<file path="src/rtl/pcg_pkg.sv">
package pcg_pkg;

  // Index of each architectural write kind handled by the gate
  typedef enum int unsigned {
    WR_RF = 0,
    WR_ST = 1
  } wr_kind_e;

  localparam int unsigned NUM_WR = 2;

  // Predicate seen by the commit stage: new value wins over stored one
  function automatic logic eff_pred(input logic wr_en, input logic wr_val,
                                    input logic stored);
    return wr_en ? wr_val : stored;
  endfunction

  // Whether one write request may commit
  function automatic logic commit_ok(input logic valid, input logic guard,
                                     input logic pred, input logic req);
    return valid & req & (~guard | pred);
  endfunction

  // Whether one write request is cancelled by the predicate
  function automatic logic cancelled(input logic valid, input logic guard,
                                     input logic pred, input logic req);
    return valid & req & guard & ~pred;
  endfunction

endpackage

</file>
<file path="src/rtl/pcg_pred_reg.sv">
module pcg_pred_reg (
  input  logic clk,
  input  logic rst_n,
  input  logic wr_en,
  input  logic wr_val,
  output logic pred_q,
  output logic pred_eff
);
  always_ff @(posedge clk or negedge rst_n) begin
    if (!rst_n)     pred_q <= 1'b0;
    else if (wr_en) pred_q <= wr_val;
  end

  // Same-cycle bypass toward the commit stage
  assign pred_eff = pcg_pkg::eff_pred(wr_en, wr_val, pred_q);
endmodule

</file>
<file path="src/rtl/pcg_commit_lane.sv">
module pcg_commit_lane (
  input  logic valid,
  input  logic guard,
  input  logic pred,
  input  logic req,
  output logic we,
  output logic squashed
);
  assign we       = pcg_pkg::commit_ok(valid, guard, pred, req);
  assign squashed = pcg_pkg::cancelled(valid, guard, pred, req);
endmodule

</file>
<file path="src/rtl/pcg_squash_ctr.sv">
module pcg_squash_ctr #(
  parameter int unsigned CNT_W = 8
) (
  input  logic             clk,
  input  logic             rst_n,
  input  logic             inc,
  output logic [CNT_W-1:0] count
);
  localparam logic [CNT_W-1:0] CNT_MAX = '1;

  logic at_max;
  assign at_max = (count == CNT_MAX);

  always_ff @(posedge clk or negedge rst_n) begin
    if (!rst_n)              count <= '0;
    else if (inc && !at_max) count <= count + 1'b1;
  end
endmodule

</file>
<file path="src/rtl/predicated_commit_gate.sv">
module predicated_commit_gate #(
  parameter int unsigned CNT_W = 8
) (
  input  logic             clk,
  input  logic             rst_n,
  input  logic             pred_wr_en,
  input  logic             pred_wr_val,
  input  logic             wb_valid,
  input  logic             wb_guard,
  input  logic             wb_rf_req,
  input  logic             wb_st_req,
  output logic             rf_we,
  output logic             st_we,
  output logic             pred_state,
  output logic [CNT_W-1:0] squash_count
);
  import pcg_pkg::*;

  // Named internal events, brought out for the checker
  logic                pred_eff;
  logic [NUM_WR-1:0]   lane_req;
  logic [NUM_WR-1:0]   lane_we;
  logic [NUM_WR-1:0]   lane_squash;
  logic                squash_evt;

  pcg_pred_reg u_pred (
    .clk      (clk),
    .rst_n    (rst_n),
    .wr_en    (pred_wr_en),
    .wr_val   (pred_wr_val),
    .pred_q   (pred_state),
    .pred_eff (pred_eff)
  );

  assign lane_req[WR_RF] = wb_rf_req;
  assign lane_req[WR_ST] = wb_st_req;

  for (genvar g = 0; g < NUM_WR; g++) begin : g_lane
    pcg_commit_lane u_lane (
      .valid    (wb_valid),
      .guard    (wb_guard),
      .pred     (pred_eff),
      .req      (lane_req[g]),
      .we       (lane_we[g]),
      .squashed (lane_squash[g])
    );
  end

  assign rf_we      = lane_we[WR_RF];
  assign st_we      = lane_we[WR_ST];
  assign squash_evt = |lane_squash;   // one count per commit, not per write

  pcg_squash_ctr #(.CNT_W(CNT_W)) u_ctr (
    .clk   (clk),
    .rst_n (rst_n),
    .inc   (squash_evt),
    .count (squash_count)
  );
endmodule

</file>
<file path="config.mk">
export PLATFORM = sky130hd
export DESIGN_NAME = predicated_commit_gate
export DESIGN_NICKNAME = d
export VERILOG_FILES = /design/src/rtl/pcg_pkg.sv /design/src/rtl/pcg_pred_reg.sv /design/src/rtl/pcg_commit_lane.sv /design/src/rtl/pcg_squash_ctr.sv /design/src/rtl/predicated_commit_gate.sv
export SDC_FILE = /design/constraint.sdc
export NUM_CORES = 1
export LEC_CHECK = 0
export ABC_AREA = 0
export BUFFER_PORTS_ARGS = -buffer_cell sky130_fd_sc_hd__buf_4
export CAP_MARGIN = 10
export CELL_PAD_IN_SITES_DETAIL_PLACEMENT = 0
export CELL_PAD_IN_SITES_GLOBAL_PLACEMENT = 1
export CORE_MARGIN = 10
export CORE_UTILIZATION = 35
export DETAILED_ROUTE_END_ITERATION = 16
export HOLD_SLACK_MARGIN = 0.12
export PLACE_DENSITY = 0.84
export SYNTH_ARGS = -nofsm -noshare
export SYNTH_HDL_FRONTEND = slang
export SYNTH_SLANG_ARGS = --single-unit
</file>
<file path="constraint.sdc">
create_clock -name clk -period 3.6 [get_ports clk]
set_input_delay 0.36 -clock clk [delete_from_list [all_inputs] [get_ports clk]]
set_output_delay 0.36 -clock clk [all_outputs]
set_load 0.03 [all_outputs]
</file>
======== Yosys cells after proc, flatten, opt, wreduce, memory -nomap -nowiden ========
Cells that the tools add are included.
word-level totals
  register bits after elaboration ......... 9
  bits of input ports ..................... 8
  output and inout bits ................... 11
  word-level logic and storage cells ...... 19
operators by class
  $add $sub $neg .......................... 1
  eq/ne operators ......................... 1
  multiplexer cells ....................... 1
  bitwise gates (word level) .............. 11
  reductions and logical operators ........ 3
operators by type and width
  operator               number
  $add A8 B1 Y8 const B  1
  $and A1 B1 Y1          8
  $eq A8 B8 Y1 const B   1
  $not A1 Y1             2
  $reduce_or A2 Y1       1
  $logic_and A1 B1 Y1    1
  $logic_not A1 Y1       1
  $mux W1                1
  $or A1 B1 Y1           1

======== Depth between registers and ports, before layout ========
Gate-level depths: netlist of the first run.
  depth after elaboration ................. 5
  mapped depth ............................ 5

======== Hierarchy ========
Synthesis of the first run repeated with hierarchy kept, for this count alone.
second synthesis, totals
  cells, all modules ...................... 46
  area, all modules ....................... 486.7 um2
modules (own cells, without submodules)
  module                  times used  cells an instance  area each (um2)  seq. area each (um2)
  pcg_squash_ctr          1           35                 390.4            200.2
  pcg_commit_lane         2           4                  25.0             0.0
  pcg_pred_reg            1           2                  40.0             25.0
  predicated_commit_gate  1           1                  6.3              0.0

======== Worst setup path after synthesis of the first run ========
OpenSTA, ideal clock, no wires.
  path kind ............................... register to output
  start ................................... reg u_pred.pred_q
  end ..................................... out rf_we
  data arrival time ....................... 1.362 ns
  path slack .............................. 1.878 ns
  stages on the path, launching flop included .. 4
  path buffers ............................ 0
  path through ............................ dfrtp_1 mux2_4 or2_2 and3_1
on the way
  longest elaborated chain between the ends .. 3
ends and longest elaborated chain
  element                    RTL line                      source
  from (decl)                pcg_pred_reg.sv:6             output logic pred_q,
  from (signal assigned)     pcg_pred_reg.sv:11            else if (wr_en) pred_q <= wr_val;
  $mux W1                    n/a
  net g_lane[0].u_lane.pred  pcg_commit_lane.sv:4          input logic pred,
  $or A1 B1 Y1               pcg_pkg.sv:20                 return valid & req & (~guard | pred);
  $and A1 B1 Y1              pcg_pkg.sv:20
  to (decl)                  predicated_commit_gate.sv:12  output logic rf_we,
The timed path passes the listed nets, and every way through them passes these cells.

======== Worst setup path in the final report of the first run ========
  start ................................... reg u_pred.pred_q
  end ..................................... out st_we
on the way
  longest elaborated chain between the ends .. 3
ends and longest elaborated chain
  element                    RTL line                      source
  $mux W1                    n/a
  net g_lane[0].u_lane.pred  pcg_commit_lane.sv:4
  $or A1 B1 Y1               pcg_pkg.sv:20
  $and A1 B1 Y1              pcg_pkg.sv:20
  to (decl)                  predicated_commit_gate.sv:13  output logic st_we,
The timed path passes the listed nets, and every way through them passes these cells.

==> impl_metrics.yaml, run 1 <==
cts:
  root_buffer: "clkbuf_4"
  cts_sinks: 9
  cts_setup_buffers: 0
  cts_buffer_depth: 2
  cts_tree: "yes"
  clk_pin_slew_ns: 0.06
  cts_buffers: 3
  worstSkewPairLatency_ns: 0.27
  cts_resized: 0
  postCtsHoldBufs: 1
  h-tree-depth: 1
routing:
  drc: 0
  viasPerCell: 5.00
  drt_iter0_drc: 12
  dr.pass1.iters: 3
  finalWirelength_um: 1140
  vias: 415
  antenna_left: 0
  routedWlPerCell_um: 13.7
yosys:
  synth.area.mux_share: 0.137
  ys_warn_count: 0
  synthSimpleGateAreaFrac: 0.244
  seq_area_frac_synth: 0.448
  synth_compound_area_frac: 0.0647
  synth_adder_area_share: 0.0249
  syn_nets: 54
  syn_inst: 45
  synthXorXnorAreaFrac: 0.0522
  ys_types: 23
  syn_avg_cell_area_um2: 11.2
  synth_top_family_by_area: "simple AND/OR/NAND/NOR gates"
  synthesis.area_um2: 503
  synth-seq-cells: 9
global_route:
  overflow: 0
  grtUsageTotal: 0.0691
  antenna_found_initial: 0
  grt_pass1_wl_um: 1850
  grt_pass1_vias: 382
  grt_max_degree: 10
placement:
  place.gp.congestion: 0.712
  hpwl_um: 898
  dpl-instance-area_um2: 657
  io_buffers: 18
  dpl.cell_count: 78
worst_setup_path:
  path_buf_inv: 1
  crit_chain: "mux2_4 > or2_2 > and3_1 > buf_4"
  crit_type: "register to output pin"
  end_kind: "output pin"
  slowest_stage: "dfrtp_1"
  critical_path_arrival_ns: 1.57
  required_ns: 3.24
  slowest_delay_ns: 0.37
  cp_top_family: "simple AND/OR/NAND/NOR gates"
  cp_max_fo: 4
  critPathLaunchType: "register"
sta:
  setup_viol: 0
  worst_pin_slew_ns: 0.348
  skew_ns: 0.00213
  slew_viol_final: 0
  hold_violations: 0
  timing.final.crit_share: 0.535
  fin_tns_setup_ns: 0
  period_minus_slack_ns: 1.93
  fmaxAchievable_ghz: 0.519
  rsz0062_at_grt: "false"
  slew_headroom: 0.767
finish:
  finalInstanceArea_um2: 693
  nNetsFinal: 78
  fin_util: 0.520
  layout.cells.non_filler: 83
  antenna_cells: 0
  drive_above_1_share: 0.441
  area_growth_pct: 37.8
pwr:
  pwr-share-seq: 0.384
  power.switching_w: 0.000208
  pwr-share-clk: 0.170
  power_leakage_nw: 0.329
  power_density_nw_per_um2: 677
  switching_share: 0.442
  power_frac_comb: 0.446
  p_int_w: 0.000262
  ir_drop_v: 0.000376
floorplan:
  core-area_um2: 1330
  die-area_um2: 3350
  rows: 13
  ios: 19
  die_y_um: 57.9
  dieWidth_um: 57.9
  initial_core_util: 0.377
run_status:
  status: "completed"
run:
  cap_violations: 0
hold_path:
  hold_class: "input port to register"
power groups by stage:
stage / Sequential (W) / Combinational, W / Clock, W
final: 0.000180 / 0.000209 / 0.0000800
after global routing: 0.000188 / 0.000226 / 0.0000873
after CTS: 0.000180 / 0.000213 / 0.0000820
after detailed placement: 0.000182 / 0.000211 / 0
after global placement: 0.000181 / 0.000208 / 0
after floorplan: 0.000241 / 0.0000663 / 0
logic make-up (layout without fill, tap and decap cells):
family / count (synthesis) / count (layout)
AND/OR/NAND/NOR: 19 / 19
multiplexers: 6 / 6
buffers and inverters: 4 / 27
flip-flops: 9 / 9
adder cells (fa/ha/maj): 1 / 1
XOR/XNOR: 3 / 3
AO/OA/AOI/OAI: 3 / 3
layer usage:
layer  GRT usage  up-vias  wire length [um]
met5           0        -                 0
met4      0.0503        0                21
met3      0.0370        2                90
met2      0.0920       14               507
met1      0.0810      194               519
li1            -      205                 -
layout make-up:
class	count	area, um^2
sequential	9	225
clock buffer	4	26.3
inverter	4	15.0
multi-input combinational	32	263
tap	15	18.8
timing repair buffer	19	145
fill	134	641
state kept, by name, indices dropped and copies added (netlist names):
signal         flops
u_ctr.count        8
u_pred.pred_q      1
cells in the final DEF (no fill, tap or decap), types with 2 or more instances in the layout:
cell type,count
xor2_1,2
nand4_1,2
nor2_1,3
and3_1,3
inv_1,4
mux2_2,2
nand3_1,2
buf_4,18
nand2_1,2
nor3_2,2
clkbuf_4,3
dfrtp_1,9
mux2i_1,2
metrics by stage:
stage | power (W) | worst slack (ns) | hold WS (ns)
global placement | 0.000389 | 1.83 | 0.194
global route | 0.000501 | 1.62 | 0.382
detailed placement | 0.000393 | 1.82 | 0.191
CTS | 0.000475 | 1.66 | 0.374
floorplan | 0.000307 | 1.88 | 0.0644
finish | 0.000470 | 1.67 | 0.374
final timing paths:
path | startpoint | end | slack, ns | cells past startpoint
worst max-delay path | u_pred.pred_q | st_we | 1.67 | 4
worst min-delay path | pred_wr_val | u_pred.pred_q | 0.37 | 2
worst max register to register | u_ctr.count[0] | u_ctr.count[5] | 1.94 | 5
worst min register to register | u_ctr.count[0] | u_ctr.count[0] | 0.55 | 1
max in group asynchronous | rst_n | u_ctr.count[7] | 3.01 | 2
min in group asynchronous | rst_n | u_ctr.count[3] | 0.45 | 2
cell usage after synthesis, drive strengths merged:
| cell type | instances | area share |
|---|---|---|
| xnor2 | 1 | 0.017 |
| and4 | 1 | 0.017 |
| or2 | 2 | 0.030 |
| nor3b | 1 | 0.025 |
| ha | 1 | 0.025 |
| and3 | 3 | 0.037 |
| nand2 | 2 | 0.015 |
| inv | 4 | 0.030 |
| nor2 | 3 | 0.022 |
| dfrtp | 9 | 0.45 |
| o211ai | 1 | 0.015 |
| xor2 | 2 | 0.035 |
| nand3 | 2 | 0.020 |
| nand2b | 1 | 0.012 |
| mux2i | 2 | 0.040 |
| mux2 | 4 | 0.097 |
| a211oi | 1 | 0.040 |
| a21oi | 1 | 0.0099 |
| nand4 | 2 | 0.025 |
| nor3 | 2 | 0.040 |
Power figures use the tool's default switching activity.
==> run 2, diff against run 1 <==
CORE_UTILIZATION = 34   (was 35)
PLACE_DENSITY = 0.82   (was 0.84)
clock period = 1.9 ns   (was 3.6 ns; I/O delays follow)
==> impl_metrics.yaml, run 2 (synthesis gave the netlist of run 1 again) <==
run_status:
  status: "completed"
routing:
  vias: 422
  antenna_left: 0
  drc: 0
  finalWirelength_um: 1100
  routedWlPerCell_um: 13.2
  viasPerCell: 5.08
  dr.pass1.iters: 4
  drt_iter0_drc: 10
worst_setup_path:
  slowest_stage: "dfrtp_1"
  crit_chain: "mux2_4 > or2_2 > and3_1 > buf_4"
  cp_max_fo: 4
  slowest_delay_ns: 0.37
  required_ns: 1.71
  crit_type: "register to output pin"
  end_kind: "output pin"
  critical_path_arrival_ns: 1.56
  critPathLaunchType: "register"
global_route:
  grtUsageTotal: 0.0720
  grt_util_met1: 0.0746
  grt_pass1_wl_um: 1940
  top_usage_layer: "met2"
  antenna_found_initial: 0
  use_met3: 0.0408
  overflow: 0
  grt_max_degree: 10
  use_met2: 0.108
  grt_pass1_vias: 426
cts:
  cts_sinks: 9
  clk_pin_slew_ns: 0.06
  root_buffer: "clkbuf_4"
  cts_buffers: 3
  cts_buffer_depth: 2
  h-tree-depth: 1
  cts_setup_buffers: 0
  cts_tree: "yes"
  worstSkewPairLatency_ns: 0.26
finish:
  largest_reg_flops: 8
  layout_common_cells: "buf_4, dfrtp_1, inv_1"
  layout_commonest_cell: "buf_4"
  fillCellCount: 137
  area_growth_pct: 37.8
  top_register: "u_ctr.count"
  drive_above_1_share: 0.441
  nNetsFinal: 78
  antenna_cells: 0
  finalInstanceArea_um2: 693
  layout.cells.non_filler: 83
  largest_registers: "u_ctr.count (8), u_pred.pred_q (1)"
sta:
  period_minus_slack_ns: 1.75
  slew_headroom: 0.778
  timing.final.crit_share: 0.919
  hold_violations: 0
  skew_ns: 0.00285
  setup_slack_ns: 0.154
  rsz0062_at_grt: "false"
  fin_tns_setup_ns: 0
  fmaxAchievable_ghz: 0.573
  setup_viol: 0
  worst_pin_slew_ns: 0.332
  slew_viol_final: 0
placement:
  hpwl_um: 890
  dpl.cell_count: 78
  io_buffers: 18
  place.gp.congestion: 0.710
  dpl-instance-area_um2: 657
  place_ws_ns: 0.263
floorplan:
  ios: 19
  initial_core_util: 0.373
  dieWidth_um: 58.5
  rows: 13
  die-area_um2: 3420
  core-area_um2: 1350
  die_y_um: 58.5
hold_path:
  hold_class: "input port to register"
pwr:
  ir_drop_v: 0.000671
  power_leakage_nw: 0.329
  power_density_nw_per_um2: 1270
  total_power_w: 0.000883
run:
  cap_violations: 0
==> run 2: layout make-up <==
type | instances | area [um^2] | share of cell area
inverter | 4 | 15.0 | 0.0217
sequential | 9 | 225 | 0.325
clock buffer | 4 | 26.3 | 0.0379
timing repair buffer | 19 | 145 | 0.209
tap | 15 | 18.8 | 0.0271
multi-input combinational | 32 | 263 | 0.379
==> run 2: final timing paths <==
kind,start,to,slack [ns],cells after the start
max,u_pred.pred_q,st_we,0.15,4
min,pred_wr_val,u_pred.pred_q,0.21,2
max reg2reg,u_ctr.count[0],u_ctr.count[5],0.26,5
min reg2reg,u_ctr.count[5],u_ctr.count[5],0.55,1
max in group asynchronous,rst_n,u_ctr.count[0],1.48,2
min in group asynchronous,rst_n,u_ctr.count[6],0.29,2
==> run 2: what timing repair did <==
| action | 4_1_cts | 5_1_grt |
|---|---|---|
| hold buffers | 1 | 0 |
| resized for setup | 0 | 0 |
| endpoints found under the setup margin | 0 | 0 |
| endpoints found under the hold margin | 9 | 0 |
==> run 2: per-layer routing <==
layer	share of wire	up-vias
li1	-	203
met1	0.44	201
met3	0.11	2
met5	0	-
met4	0.022	0
met2	0.43	16
==> run 2: power breakdown <==
part	total, W	switching, W	leakage [nW]	internal, W
registers	0.000342	0.0000870	0.109	0.000255
clock network	0.000148	0.0000672	0.0150	0.0000810
logic	0.000393	0.000233	0.205	0.000161
total	0.000883	0.000387	0.329	0.000497
==> run 2: metrics by stage <==
stage / hold WS (ns) / util
finish: 0.214 / 0.513
global route: 0.217 / 0.513
CTS: 0.216 / 0.513
detailed placement: 0.0216 / 0.487
global placement: 0.0214 / 0.487
floorplan: -0.106 / -
==> run 2: critical path, delay by kind of cell (launching register included) <==
kind / cells / cell delay (ns)
buffers and inverters: 1 / 0.16
DFF: 1 / 0.37
and+or+nand+nor: 2 / 0.46
muxes: 1 / 0.30
